`config.mk`:
```
export PLATFORM = sky130hd
export DESIGN_NAME = burst_col_seq
export DESIGN_NICKNAME = d
export VERILOG_FILES = /design/src/rtl/burst_col_seq_pkg.sv /design/src/rtl/burst_col_seq_ctrl.sv /design/src/rtl/burst_col_seq_dp.sv /design/src/rtl/burst_col_seq.sv
export SDC_FILE = /design/constraint.sdc
export NUM_CORES = 1
export LEC_CHECK = 0
export BUFFER_PORTS_ARGS = -buffer_cell sky130_fd_sc_hd__buf_2
export CAP_MARGIN = 20
export CORE_MARGIN = 3
export CORE_UTILIZATION = 25
export DETAILED_ROUTE_END_ITERATION = 8
export GPL_TIMING_DRIVEN = 0
export PLACE_DENSITY = 0.58
export SLEW_MARGIN = 20
export SYNTH_ARGS = -nofsm -noshare
export SYNTH_HDL_FRONTEND = slang
export SYNTH_SLANG_ARGS = --single-unit
```
`constraint.sdc`:
```
create_clock -name clk -period 1.5 [get_ports clk]
set_input_delay 0.075 -clock clk [delete_from_list [all_inputs] [get_ports clk]]
set_output_delay 0.075 -clock clk [all_outputs]
set_load 0.1 [all_outputs]
```
`src/rtl/burst_col_seq_pkg.sv`:
```
package burst_col_seq_pkg;

  localparam int OFS_W = 3;

  typedef struct packed {
    logic load;
    logic step;
    logic halt;
  } seqStrobe_t;

  typedef enum logic [1:0] {
    LEN_1 = 2'b00,
    LEN_2 = 2'b01,
    LEN_4 = 2'b10,
    LEN_8 = 2'b11
  } lenCode_t;

  function automatic logic [OFS_W-1:0] lenMaskOf(input logic [1:0] code);
    case (lenCode_t'(code))
      LEN_1:   lenMaskOf = 3'b000;
      LEN_2:   lenMaskOf = 3'b001;
      LEN_4:   lenMaskOf = 3'b011;
      default: lenMaskOf = 3'b111;
    endcase
  endfunction

endpackage

```
`src/rtl/burst_col_seq_ctrl.sv`:
```
module burst_col_seq_ctrl
  import burst_col_seq_pkg::*;
(
  input  logic             clk,
  input  logic             rst_n,
  input  logic             start,
  input  logic             abort,
  input  logic [1:0]       lenCode,
  output seqStrobe_t       strobe,
  output logic [OFS_W-1:0] beatIdx,
  output logic             beatValid,
  output logic             lastBeat
);

  logic             active;
  logic [OFS_W-1:0] lastIdx;
  logic             atEnd;

  assign atEnd = (beatIdx == lastIdx);

  always_comb begin
    strobe      = '0;
    strobe.load = start;
    strobe.halt = !start && (abort || (active && atEnd));
    strobe.step = !start && !abort && active && !atEnd;
  end

  always_ff @(posedge clk) begin
    if (!rst_n) begin
      active  <= 1'b0;
      beatIdx <= '0;
      lastIdx <= '0;
    end else if (strobe.load) begin
      active  <= 1'b1;
      beatIdx <= '0;
      lastIdx <= lenMaskOf(lenCode);
    end else if (strobe.halt) begin
      active  <= 1'b0;
    end else if (strobe.step) begin
      beatIdx <= beatIdx + 3'd1;
    end
  end

  assign beatValid = active;
  assign lastBeat  = active && atEnd;

endmodule

```
`src/rtl/burst_col_seq_dp.sv`:
```
module burst_col_seq_dp
  import burst_col_seq_pkg::*;
#(
  parameter int COL_W = 10
) (
  input  logic             clk,
  input  logic             rst_n,
  input  seqStrobe_t       strobe,
  input  logic [COL_W-1:0] startCol,
  input  logic [1:0]       lenCode,
  input  logic             ilvMode,
  input  logic [OFS_W-1:0] beatIdx,
  output logic [COL_W-1:0] colOut
);

  logic [COL_W-1:0] baseCol;
  logic [OFS_W-1:0] lenMask;
  logic             ilvReg;
  logic [OFS_W-1:0] seqOfs;
  logic [OFS_W-1:0] ilvOfs;
  logic [OFS_W-1:0] ofs;

  always_ff @(posedge clk) begin
    if (!rst_n) begin
      baseCol <= '0;
      lenMask <= '0;
      ilvReg  <= 1'b0;
    end else if (strobe.load) begin
      baseCol <= startCol;
      lenMask <= lenMaskOf(lenCode);
      ilvReg  <= ilvMode;
    end
  end

  assign seqOfs = baseCol[OFS_W-1:0] + beatIdx;
  assign ilvOfs = baseCol[OFS_W-1:0] ^ beatIdx;
  assign ofs    = ilvReg ? ilvOfs : seqOfs;

  for (genvar b = 0; b < COL_W; b++) begin : g_bit
    if (b < OFS_W) begin : g_low
      assign colOut[b] = lenMask[b] ? ofs[b] : baseCol[b];
    end else begin : g_high
      assign colOut[b] = baseCol[b];
    end
  end

endmodule

```
`src/rtl/burst_col_seq.sv`:
```
module burst_col_seq
  import burst_col_seq_pkg::*;
#(
  parameter int COL_W = 10
) (
  input  logic             clk,
  input  logic             rst_n,
  input  logic             start,
  input  logic [COL_W-1:0] startCol,
  input  logic [1:0]       lenCode,
  input  logic             ilvMode,
  input  logic             abort,
  output logic [COL_W-1:0] colOut,
  output logic             beatValid,
  output logic             lastBeat
);

  seqStrobe_t       strobe;
  logic [OFS_W-1:0] beatIdx;

  burst_col_seq_ctrl u_ctrl (
    .clk       (clk),
    .rst_n     (rst_n),
    .start     (start),
    .abort     (abort),
    .lenCode   (lenCode),
    .strobe    (strobe),
    .beatIdx   (beatIdx),
    .beatValid (beatValid),
    .lastBeat  (lastBeat)
  );

  burst_col_seq_dp #(.COL_W(COL_W)) u_dp (
    .clk      (clk),
    .rst_n    (rst_n),
    .strobe   (strobe),
    .startCol (startCol),
    .lenCode  (lenCode),
    .ilvMode  (ilvMode),
    .beatIdx  (beatIdx),
    .colOut   (colOut)
  );

endmodule

```
# Word-level counts from Yosys, hierarchy flattened
# Cells that the tools add are included.
# W data, S select, Z words.
dict set report totals {
  mem_count 0
  ram_bits 0
  elab_cells 33
  latchBits 0
  input_bits 17
  mem_bits_ro 0
  output_inout_bits 12
  ff_bits 18
}
dict set report op_classes {
  bitwise 3
  shifts 0
  mul 0
  eq_ne 3
  div_mod_pow 0
  add_sub_neg 2
  mux 7
  magnitude_cmp 0
  reduce_logical 13
}
# cell count
set ops {}
lappend ops {{$pmux W3 S3} 1}
lappend ops {{$logic_and A1 B1 Y1} 5}
lappend ops {{$mux W1} 5}
lappend ops {{$add A3 B1 Y3 const B} 1}
lappend ops {{$add A3 B3 Y3} 1}
lappend ops {{$eq A3 B3 Y1} 1}
lappend ops {{$logic_not A1 Y1} 3}
lappend ops {{$mux W3} 1}
lappend ops {{$xor A3 B3 Y3} 1}
lappend ops {{$eq A2 B1 Y1 const B} 1}
lappend ops {{$eq A2 B2 Y1 const B} 1}
lappend ops {{$logic_not A2 Y1} 1}
lappend ops {{$not A1 Y1} 2}
lappend ops {{$reduce_and A2 Y1} 1}
lappend ops {{$reduce_bool A2 Y1} 1}
lappend ops {{$reduce_or A2 Y1} 1}
lappend ops {{$logic_or A1 B1 Y1} 1}

# Longest topological paths before layout
# Gate-level depths: netlist (run 1).
dict set report depth {
  word_depth 6
  depth_mapped 7
}

# Cells and area by module
# From an unflattened synthesis (run 1), not the netlist that was laid out.
dict set report hier_totals {
  cells_unflattened 106
  hier_area_um2 1087.3
}
# mod area_per_inst_um2 instances cells_each
set by_module_without_submodules {}
lappend by_module_without_submodules {burst_col_seq_dp 711.9 1 68}
lappend by_module_without_submodules {burst_col_seq_ctrl 375.4 1 38}

# Least setup slack after synthesis (run 1)
# Ideal clock, no wire load.
dict set report synth_path {
  path_kind {flip-flop to output port}
  start {register u_ctrl.beatIdx[0]}
  end {output colOut[2]}
  stages_incl_launch_ff 8
  path_buffers 0
  path_slack_ps -1385
  t_required_ps 1425
  t_arrival_ps 2810
  path_cell_list {dfxtp_1 ha_1 inv_1 fa_1 nor2_1 xor2_1 nand2_1 xnor2_1}
}
dict set report synth_via {
  elab_chain_len 3
}
# element line_no
set synth_rtl {}
lappend synth_rtl {{start: declaration} burst_col_seq_ctrl.sv:10} ;# output logic [OFS_W-1:0] beatIdx,
lappend synth_rtl {{start signal: assignment} burst_col_seq_ctrl.sv:40} ;# beatIdx <= beatIdx + 3'd1;
lappend synth_rtl {{$add A3 B3 Y3} burst_col_seq_dp.sv:35} ;# assign seqOfs = baseCol[OFS_W-1:0] + beatIdx;
lappend synth_rtl {{$mux W3} burst_col_seq_dp.sv:37} ;# assign ofs = ilvReg ? ilvOfs : seqOfs;
lappend synth_rtl {{$mux W1} burst_col_seq_dp.sv:41} ;# assign colOut[b] = lenMask[b] ? ofs[b] : baseCol[b];
lappend synth_rtl {{end: declaration} burst_col_seq.sv:13} ;# output logic [COL_W-1:0] colOut,
# No other way between the ends.

# Worst setup path after layout (run 1)
# Ends and elaborated chain as after synthesis.

==> summary.md, run 1 <==
| Metric | Value |
|---|---|
| First-pass GRT wire length | `3130 um` |
| Post-Layout Cell Count | `174` |
| Cell taking the most area after synthesis | `dfxtp_1` |
| Final Skew | `0.00508 ns` |
| Slew headroom | `65.7%` |
| Crit start category | `register` |
| CP endpoint kind | `output port` |
| WP data arrival | `1.84 ns` |
| Ant. Diodes | `0` |
| Slew Viols, Final | `0` |
| Crit path time final | `1.92 ns` |
| Fin util | `39.0%` |
| Placed Cells | `168` |
| ANT nets after route | `0` |
| Synth Area in Adders | `6.21%` |
| R2r endpoint | `u_ctrl.beatIdx[0]$_SDFFE_PP0P_` |
| RSZ-0062 raised after global routing | `true` |
| Met2 wire len | `991 um` |
| Highest-delay cell along the critical path | `dfxtp_4` |
| PortBufs | `27` |
| Routed via count | `722` |
| Least-Margin Pin Slew | `0.515 ns` |
| Warnings, synthesis | `0` |
| CP required | `1.42 ns` |
| Max Fanout on Critical Path | `2` |
| CP max stage delay | `0.36 ns` |
| R2R setup slack | `0.17 ns` |
| Final instance area | `1340 um2` |
| Fin worst setup slack | `-0.418 ns` |
| Part of the cycle the worst path needs | `128%` |
| Tot GR Track Use | `9.74%` |
| Critical path type | `reg2out` |
| Mux share of post-synthesis cell area | `14.2%` |
| FF+latch count, synth | `18` |
| Mapped cell area | `927 um2` |
| CTS tree | `yes` |
| Worst-path cell chain | `ha_4, inv_2, fa_2, nor2_4, xor2_2, nand2_2, xnor2_4, buf_12` |
| I/O pin total | `29` |
| PD cells | `937 nW/um2` |
| Final hold slack | `0.0703 ns` |
| Final Total Pwr | `1260 uW` |
| Routed metal-1 wire length | `807 um` |
| Clk Latency, worst-skew pair | `0.26 ns` |
| Distinct cell type count after synthesis | `26` |
| Simple-gate portion of the synthesized area | `16.3%` |
| DR pass1 iterations | `4` |
| HP Start | `startCol[8]` |
| DR top layer | `met4` |
| # fillers | `343` |
| Share of cells above drive strength 1 | `47.7%` |
| Outcome | `finished, violations left` |
| Area delta synth->final | `44.7%` |
| Most frequent cells in the layout | `23 x buf_2, 14 x dfxtp_1, 12 x mux2i_1, 12 x nor2b_1, 10 x buf_4` |
| Failing checks | `negative setup slack` |
| Main combinational cell family by area after synthesis | `simple AND/OR/NAND/NOR gates` |
| R2R cell count | `4` |
| CP bufs+invs | `2` |
| DRT Wirelength | `1930 um` |
| WL per Instance | `11.1 um` |
| Post-synthesis compound-gate area fraction | `8.10%` |
| Clock Path Buffers | `2` |
| Max_cap viols | `0` |
| Layout Nets | `150` |
| Area after DPL | `1180 um2` |
| Leak | `0.000587 uW` |
| Vias in the first global route | `694` |
| Sequential share of the synthesized area | `38.9%` |
| Initial core utilization | `26.9%` |
| First DRT Iteration DRCs | `13` |
| Cells after Synth | `95` |
| Post-Syn Nets | `116` |
| Crit path max-delay family | `adder cells` |
| Worst-path clk slew | `0.07 ns` |
| Largest net degree at the start of global routing | `11` |
| DP HPWL | `1460 um` |
| Share of the synthesized area in the top cell type | `38.9%` |
| DR DRC count | `0` |
| Final RePlAce weighted congestion | `0.690` |
| Hold buffers post-CTS | `0` |
| Antenna violations before repair | `0` |
| FP Rows | `21` |
| Worst min-delay path category | `in2reg` |
| Final Hold Fails | `0` |
| TritonCTS Buffers | `3` |
| Total grt overflow | `0` |
| CTS Sinks | `18` |
| Hold worst-path end | `u_dp.baseCol[8]$_SDFFE_PN0P_` |
| Die width | `66.9 um` |
| Synth Area in XOR/XNOR | `6.61%` |
| Full die area | `4470 um2` |
| Mean Syn Cell Area | `9.76 um2` |
| Met3 WL post-DR | `109 um` |
| Vias per cell | `4.15` |
| F_max | `521 MHz` |
| H-tree level count | `1` |
| Die Height | `66.9 um` |
| Synth area leaders | `dfxtp_1 39%, mux2i_1 13%, nor2b_1 8.1%` |
| WHS Path Cells | `3` |
| Root Buffer | `clkbuf_8` |
| Commonest non-fill, non-tap cell in the layout | `buf_2` |
| CORE AREA | `3440 um2` |
| Reg-to-reg startpoint | `u_ctrl.beatValid$_SDFFE_PN0P_` |
| Peak supply drop | `0.000319 V` |
| Final setup viols | `3` |
report_power, final:
part	internal, uW	switching (uW)	leakage, uW
Sequential	497	24.2	0.000151
Combinational	118	221	0.000407
Clock	233	163	0.0000288
through the flow:
stage	setup slack, ns	setup TNS [ns]
after global routing	-0.524	-1.12
after global placement	-0.474	-0.756
after detailed placement	-0.479	-0.799
final	-0.418	-0.876
after floorplan	-0.420	-0.679
after CTS	-0.458	-0.903
tightest hold or removal path, stage by stage:
cell	delay (ns)
buf_2	0.07
mux2i_1	0.05
nor2b_1	0.09
worst max path at each step:
stage                                    from        end  slack [ns]  depth (start not counted)
6_report       u_ctrl.beatIdx[0]$_SDFFE_PP0P_  colOut[2]       -0.42                          8
5_1_grt        u_ctrl.beatIdx[0]$_SDFFE_PP0P_  colOut[2]       -0.52                          8
4_1_cts        u_ctrl.beatIdx[0]$_SDFFE_PP0P_  colOut[2]       -0.46                          8
3_5_place_dp   u_ctrl.beatIdx[0]$_SDFFE_PP0P_  colOut[2]       -0.48                          8
3_3_place_gp   u_ctrl.beatIdx[0]$_SDFFE_PP0P_  colOut[2]       -0.47                          8
2_1_floorplan  u_ctrl.beatIdx[0]$_SDFFE_PP0P_  colOut[2]       -0.42                          7
sequential cells by signal, summed over array words and instances, names as in the netlist:
signal	flops
u_ctrl.beatIdx	3
u_dp.baseCol	10
u_ctrl.beatValid	1
u_ctrl.lastIdx	3
u_dp.ilvReg	1
Yosys cell counts:
master,number
dfxtp_1,18
mux2i_1,12
nor2b_1,12
buf_4,7
nor2_1,6
xnor2_1,6
inv_1,5
a21oi_1,3
ha_1,3
a31oi_1,2
clkbuf_1,2
nand2_1,2
nand2b_1,2
nand3_1,2
o21ai_0,2
a21boi_0,1
a311oi_2,1
and2_1,1
and3_1,1
buf_6,1
fa_1,1
mux2_2,1
o211ai_1,1
o21a_1,1
or3b_4,1
xor2_1,1
final cells by class:
cell class | count | area, um2 | area share (%)
Buffer | 10 | 71.3 | 5.32
Clock buffer | 4 | 55.1 | 4.10
Inverter | 5 | 18.8 | 1.40
Multi-Input combinational cell | 62 | 566 | 42.2
Sequential cell | 18 | 375 | 28.0
Tap cell | 46 | 57.6 | 4.29
Timing Repair Buffer | 29 | 198 | 14.7
cells by family after synthesis:
| family | after synthesis |
|---|---|
| AND/OR/NAND/NOR | 27 |
| XOR/XNOR | 7 |
| multiplexers | 13 |
| adder cells (fa/ha/maj) | 4 |
| buffers and inverters | 15 |
| AO/OA/AOI/OAI | 11 |
| flip-flops | 18 |
metal layers:
metal,GRT usage [%],vias to the layer above
li1,-,372
met1,11.1,327
met2,16.3,21
met3,2.19,2
met4,6.08,0
met5,0,-
timing repair:
action | 4_1_cts | 5_1_grt
buffers inserted | 2 | 0
resized for setup | 20 | 2
pin swaps | 4 | 0
endpoints found under the hold margin | 0 | 0
endpoints found under the setup margin | 4 | 3
No activity file was read; power rests on OpenSTA's default activity.
==> inputs of run 2 (changes only) <==
--- a/config.mk
+++ b/config.mk
@@ -10,7 +10,6 @@
 export CORE_MARGIN = 3
 export CORE_UTILIZATION = 25
 export DETAILED_ROUTE_END_ITERATION = 8
-export GPL_TIMING_DRIVEN = 0
 export PLACE_DENSITY = 0.58
 export SLEW_MARGIN = 20
 export SYNTH_ARGS = -nofsm -noshare
==> run 2 against run 1 <==
Against the previous run: fmax rose by 0.26%; die area did not move; flip-flop and latch count did not move; critical endpoint unchanged; setup slack improved by 0.0050 ns; clock power barely moved; register-to-register slack barely moved; critical path depth did not move; final cell count fell by 2.3%; global-route usage fell by 0.28 points; wire length rose by 2.4%; sequential share of layout area rose by 0.89 points; the flow still finishes with violations (negative setup slack); combinational power barely moved.
==> summary.md, run 2 (same netlist as run 1, synthesis figures left out) <==
| Metric | Value |
|---|---|
| Final RePlAce weighted congestion | `0.737 (+6.8%)` |
| Register with the most flip-flops | `u_dp.baseCol` |
| Root Buffer | `clkbuf_8` |
| Clock network power share | `31.9% (+0.3 points)` |
| Die width | `66.9 um (unchanged)` |
| CTS Sinks | `18 (unchanged)` |
| Vias per cell | `4.21 (+1.4%)` |
| Ant. Diodes | `0 (unchanged)` |
| Slew headroom | `67.7% (+2.0 points)` |
| FP Rows | `21 (unchanged)` |
| PortBufs | `28 (+3.7%)` |
| Worst slack at placement | `-0.220 ns (+0.259 ns)` |
| Post-CTS Setup Inserts | `0 (-2)` |
| Final hold slack | `0.0732 ns (+0.00286 ns)` |
| RSZ-0062 raised after global routing | `true` |
| Worst min-delay path category | `in2reg` |
| Slew Viols, Final | `0 (unchanged)` |
| Initial core utilization | `26.9% (unchanged)` |
| DR pass1 iterations | `4 (unchanged)` |
| Leak | `0.000569 uW (-3.1%)` |
| Flop pwr share | `41.3% (-0.2 points)` |
| TritonCTS Buffers | `3 (unchanged)` |
| Failing checks | `negative setup slack` |
| Total grt overflow | `0 (unchanged)` |
| Combinational share of power | `26.8% (about the same)` |
| H-tree level count | `1 (unchanged)` |
| Clock Path Buffers | `2 (unchanged)` |
| Multi-input logic area | `528 um2 (-6.6%)` |
| Final setup viols | `3 (unchanged)` |
| DRT Wirelength | `1980 um (+2.4%)` |
| Final Skew | `0.00505 ns (-0.0000292 ns)` |
| Full die area | `4470 um2 (unchanged)` |
| Outcome | `finished, violations left` |
| Antenna violations before repair | `0 (unchanged)` |
| Share of cells above drive strength 1 | `43.5% (-4.1 points)` |
| Largest net degree at the start of global routing | `19 (+8)` |
| DP HPWL | `1580 um (+8.1%)` |
| Die Height | `66.9 um (unchanged)` |
| CP required | `1.42 ns (about the same)` |
| CTS tree | `yes` |
| Tot GR Track Use | `9.46% (-0.28 points)` |
| Reg area | `370 um2 (-1.3%)` |
| Crit path time final | `1.91 ns (-0.00503 ns)` |
| I/O pin total | `29 (unchanged)` |
| Largest register FFs | `10 (unchanged)` |
| Crit start category | `register` |
| Cell internal pwr | `845 uW (-0.35%)` |
| F_max | `523 MHz (+0.26%)` |
| Routed via count | `715 (-0.97%)` |
| Biggest regs | `u_dp.baseCol: 10 flops, u_ctrl.beatIdx: 3 flops, u_ctrl.lastIdx: 3 flops` |
| Least-Margin Pin Slew | `0.488 ns (-0.0265 ns)` |
| Final Hold Fails | `0 (unchanged)` |
| Critical path type | `reg2out` |
| Switching Share | `32.6% (+0.052 points)` |
| Layout Nets | `146 (-2.7%)` |
| Clk Latency, worst-skew pair | `0.26 ns (about the same)` |
| Part of the cycle the worst path needs | `128% (-0.34 points)` |
| First DRT Iteration DRCs | `18 (+5)` |
| WP data arrival | `1.84 ns (about the same)` |
| ANT nets after route | `0 (unchanged)` |
| Max Fanout on Critical Path | `2 (unchanged)` |
| Max_cap viols | `0 (unchanged)` |
| DR DRC count | `0 (unchanged)` |
| Commonest non-fill, non-tap cell in the layout | `buf_2` |
| R2R setup slack | `0.17 ns (about the same)` |
| Worst-path clk slew | `0.07 ns (about the same)` |
| # fillers | `351 (+2.3%)` |
| Most frequent cells in the layout | `24 x buf_2, 14 x dfxtp_1, 12 x mux2i_1, 12 x nor2b_1, 7 x buf_4` |
| NetSw | `408 uW (-0.11%)` |
| CORE AREA | `3440 um2 (unchanged)` |
| Peak supply drop | `0.000322 V (+0.97%)` |
| WL per Instance | `11.6 um (+4.8%)` |
| CP endpoint kind | `output port` |
| Vias in the first global route | `721 (+3.9%)` |
| Fin worst setup slack | `-0.413 ns (+0.00503 ns)` |
| First-pass GRT wire length | `3160 um (+0.89%)` |
| Area delta synth->final | `38.3%` |
| PD cells | `977 nW/um2 (+4.3%)` |
[run 2: cell types whose count changed in the layout (fill, tap and decap cells not counted), sizes merged]
cell / previous run / this run
buf: 37 / 35
clkbuf: 6 / 4
[run 2: stage by stage]
| stage | total power, uW | area, um2 | setup TNS, ns | std cells | util [%] |
|---|---|---|---|---|---|
| after CTS | 1270 | 1280 | -0.965 | 170 | 37.3 |
| after floorplan | 782 | 988 | -0.679 | 95 | - |
| final | 1250 | 1280 | -0.936 | 170 | 37.3 |
| after global placement | 861 | 1230 | -0.299 | 166 | 35.7 |
| after global routing | 1300 | 1280 | -1.25 | 170 | 37.3 |
| after detailed placement | 867 | 1230 | -0.334 | 166 | 35.7 |
[run 2: timing repair]
action                     4_1_cts  5_1_grt
resized for setup                0        0
hold buffers                     0        0
pin swaps                        3        0
setup endpoints to repair        3        3
[run 2: layout make-up]
class                           count  area share [%]
Clock buffer                        4            4.29
Sequential cell                    18            28.9
Tap cell                           46            4.49
Inverter                            5            1.46
Timing Repair Buffer               35            19.7
Multi-Input combinational cell     62            41.2
[run 2: final timing paths]
kind | start | end | depth (start not counted)
worst max-delay path | u_dp.baseCol[0]$_SDFFE_PN0P_ | colOut[2] | 8
worst min-delay path | startCol[0] | u_dp.baseCol[0]$_SDFFE_PN0P_ | 3
worst max register to register | u_ctrl.beatIdx[0]$_SDFFE_PP0P_ | u_ctrl.beatIdx[0]$_SDFFE_PP0P_ | 6
worst min register to register | u_dp.baseCol[9]$_SDFFE_PN0P_ | u_dp.baseCol[9]$_SDFFE_PN0P_ | 2
[run 2: critical path, stage by stage, from the launching register on]
cell and delay [ns]:
dfxtp_2 0.35, ha_4 0.13, inv_2 0.03, fa_2 0.33, nor2_2 0.10, xor2_1 0.18
nand2_2 0.11, xnor2_4 0.16, buf_12 0.19
[run 2: metal layers]
metal  GRT usage, %  routed length, um  share of wire [%]
met4           5.32                 53                2.7
met5              0                  0                  0
met2           17.2               1030                 52
met1           9.94                759                 38
met3           2.02                139                7.0
[run 2: power groups by stage]
stage | Sequential [uW] | Clock [uW] | Combinational (uW)
5_1_grt | 520 | 426 | 355
4_1_cts | 518 | 415 | 340
2_1_floorplan | 540 | 0 | 242
6_report | 517 | 400 | 336
3_5_place_dp | 529 | 0 | 338
3_3_place_gp | 528 | 0 | 333
==> inputs of run 3 (changes only) <==
--- a/config.mk
+++ b/config.mk
@@ -8,9 +8,10 @@
 export BUFFER_PORTS_ARGS = -buffer_cell sky130_fd_sc_hd__buf_2
 export CAP_MARGIN = 20
 export CORE_MARGIN = 3
-export CORE_UTILIZATION = 25
+export CORE_UTILIZATION = 41
 export DETAILED_ROUTE_END_ITERATION = 8
-export PLACE_DENSITY = 0.58
+export PLACE_DENSITY = 0.8
+export SKIP_CTS_REPAIR_TIMING = 1
 export SLEW_MARGIN = 20
 export SYNTH_ARGS = -nofsm -noshare
 export SYNTH_HDL_FRONTEND = slang
==> run 3 against run 2 <==
Against the previous run: critical path type unchanged; combinational power grew 5%; design area grew 2.6%; worst hold slack worse by 0.044 ns; flip-flop and latch count is the same; the flow still finishes with violations (negative setup slack); via count increased by 9.8%; power is 6.0% lower; die area decreased by 36%; clock power decreased by 24%; utilization rose by 27 points.
==> summary.md, run 3 (same netlist as run 1, synthesis figures left out) <==
| Metric | Value |
|---|---|
| Outcome | `finished, violations left` |
| Failing checks | `negative setup slack` |
| Final Skew | `0.00390 ns (-0.00115 ns)` |
| Leak | `0.000593 uW (+4.2%)` |
| Max Fanout on Critical Path | `2 (unchanged)` |
| F_max | `500 MHz (-4.3%)` |
| Max_cap viols | `0 (unchanged)` |
| Clock Path Buffers | `2 (unchanged)` |
| Fin worst setup slack | `-0.500 ns (-0.0868 ns)` |
| Clk Latency, worst-skew pair | `0.30 ns (+0.04 ns)` |
| First DRT Iteration DRCs | `15 (-3)` |
| # fillers | `176 (-50%)` |
| DR pass1 iterations | `4 (unchanged)` |
| Slew headroom | `67.7% (+0.089 points)` |
| PD cells | `895 nW/um2 (-8.4%)` |
| Commonest non-fill, non-tap cell in the layout | `buf_2` |
| I/O pin total | `29 (unchanged)` |
| Worst slack at placement | `-0.244 ns (-0.0239 ns)` |
| Ant. Diodes | `0 (unchanged)` |
| DRT Wirelength | `2260 um (+14%)` |
| Root Buffer | `clkbuf_4` |
| Final Total Pwr | `1180 uW (-6.0%)` |
| CTS tree | `yes` |
| Area delta synth->final | `42.0%` |
| WP data arrival | `1.92 ns (+0.08 ns)` |
| Setup TNS | `-1.13 ns (-0.190 ns)` |
| WHS Path Cells | `3 (unchanged)` |
| DP HPWL | `1580 um (-0.23%)` |
| Area after DPL | `1200 um2 (-1.9%)` |
| Vias in the first global route | `723 (+0.28%)` |
| TritonCTS Buffers | `3 (unchanged)` |
| Antenna violations before repair | `0 (unchanged)` |
| Layout Nets | `150 (+2.7%)` |
| CTS Sinks | `18 (unchanged)` |
| Tot GR Track Use | `16.1% (+6.7 points)` |
| First-pass GRT wire length | `3220 um (+1.7%)` |
| CP endpoint kind | `output port` |
| Worst min-delay path category | `in2reg` |
| Die width | `53.6 um (-20%)` |
| Largest net degree at the start of global routing | `19 (unchanged)` |
| Register with the most flip-flops | `u_dp.baseCol` |
| H-tree level count | `1 (unchanged)` |
| Largest register FFs | `10 (unchanged)` |
| Least-Margin Pin Slew | `0.487 ns (-0.00134 ns)` |
| Biggest regs | `u_dp.baseCol: 10 flops, u_ctrl.beatIdx: 3 flops, u_ctrl.lastIdx: 3 flops` |
| Crit start category | `register` |
| Fin util | `64.5% (+27 points)` |
| Final RePlAce weighted congestion | `0.851 (+15%)` |
| FP Rows | `16 (-24%)` |
| Part of the cycle the worst path needs | `133% (+5.8 points)` |
| Final setup viols | `3 (unchanged)` |
| WL per Instance | `14.6 um (+25%)` |
| Final Hold Fails | `0 (unchanged)` |
| RSZ-0062 raised after global routing | `true` |
| R2R cell count | `8 (+2)` |
| CP required | `1.42 ns (about the same)` |
| Routed via count | `785 (+9.8%)` |
| PortBufs | `28 (unchanged)` |
| DR DRC count | `0 (unchanged)` |
| Crit path time final | `2.00 ns (+0.0868 ns)` |
| Peak supply drop | `0.000639 V (+98%)` |
| Vias per cell | `5.06 (+20%)` |
| Critical path type | `reg2out` |
| Slew Viols, Final | `0 (unchanged)` |
| Worst-path clk slew | `0.10 ns (+0.03 ns)` |
| Total grt overflow | `0 (unchanged)` |
| Final instance area | `1320 um2 (+2.6%)` |
| Initial core utilization | `45.4% (+18 points)` |
| Die Height | `53.6 um (-20%)` |
| Share of cells above drive strength 1 | `50.0% (+6.5 points)` |
| Most frequent cells in the layout | `24 x buf_2, 12 x mux2i_1, 12 x nor2b_1, 12 x dfxtp_1, 10 x buf_4` |
| ANT nets after route | `0 (unchanged)` |
| Full die area | `2870 um2 (-36%)` |
| CORE AREA | `2040 um2 (-41%)` |
-- run 3: power breakdown --
group          switching (uW)  leakage [uW]  internal [uW]
Sequential               20.8      0.000151            500
Combinational             231      0.000421            123
Clock                     154     0.0000210            148
-- run 3: routing by layer --
metal  global-route usage (%)  up-vias  share of wire [%]
met2                     27.8       35                 55
met1                     19.0      370                 37
met4                     8.94        0                1.9
met3                     2.49        5                5.5
li1                         -      375                  -
met5                        0        -                  0
-- run 3: critical path, stage by stage (launching register included) --
cell and delay (ns):
dfxtp_4 0.37, ha_4 0.12, inv_2 0.03, fa_2 0.33, nor2_2 0.11, xor2_1 0.20, nand2_2 0.11, xnor2_4 0.16
buf_12 0.19
-- run 3: through the flow --
| step | cells | hold slack, ns |
|---|---|---|
| global route | 155 | 0.0449 |
| detailed placement | 147 | 0.343 |
| floorplan | 95 | 0.203 |
| global placement | 147 | 0.332 |
| CTS | 151 | 0.0264 |
| finish | 155 | 0.0296 |
-- run 3: final timing paths --
check | from | to | slack [ns]
setup / recovery | u_ctrl.beatIdx[0]$_SDFFE_PP0P_ | colOut[2] | -0.50
hold / removal | startCol[3] | u_dp.baseCol[3]$_SDFFE_PN0P_ | 0.03
setup reg to reg | u_ctrl.beatIdx[0]$_SDFFE_PP0P_ | u_ctrl.beatIdx[2]$_SDFFE_PP0P_ | 0.01
hold reg to reg | u_dp.baseCol[8]$_SDFFE_PN0P_ | u_dp.baseCol[8]$_SDFFE_PN0P_ | 0.53
-- run 3: layout make-up --
class                   count  area [um2]  area share [%]
inverters                   5        18.8            1.43
well taps                  27        33.8            2.57
flip-flops and latches     18         373            28.3
clock buffers               4        36.3            2.76
multi-input cells          62         568            43.2
repair buffers             39         287            21.8
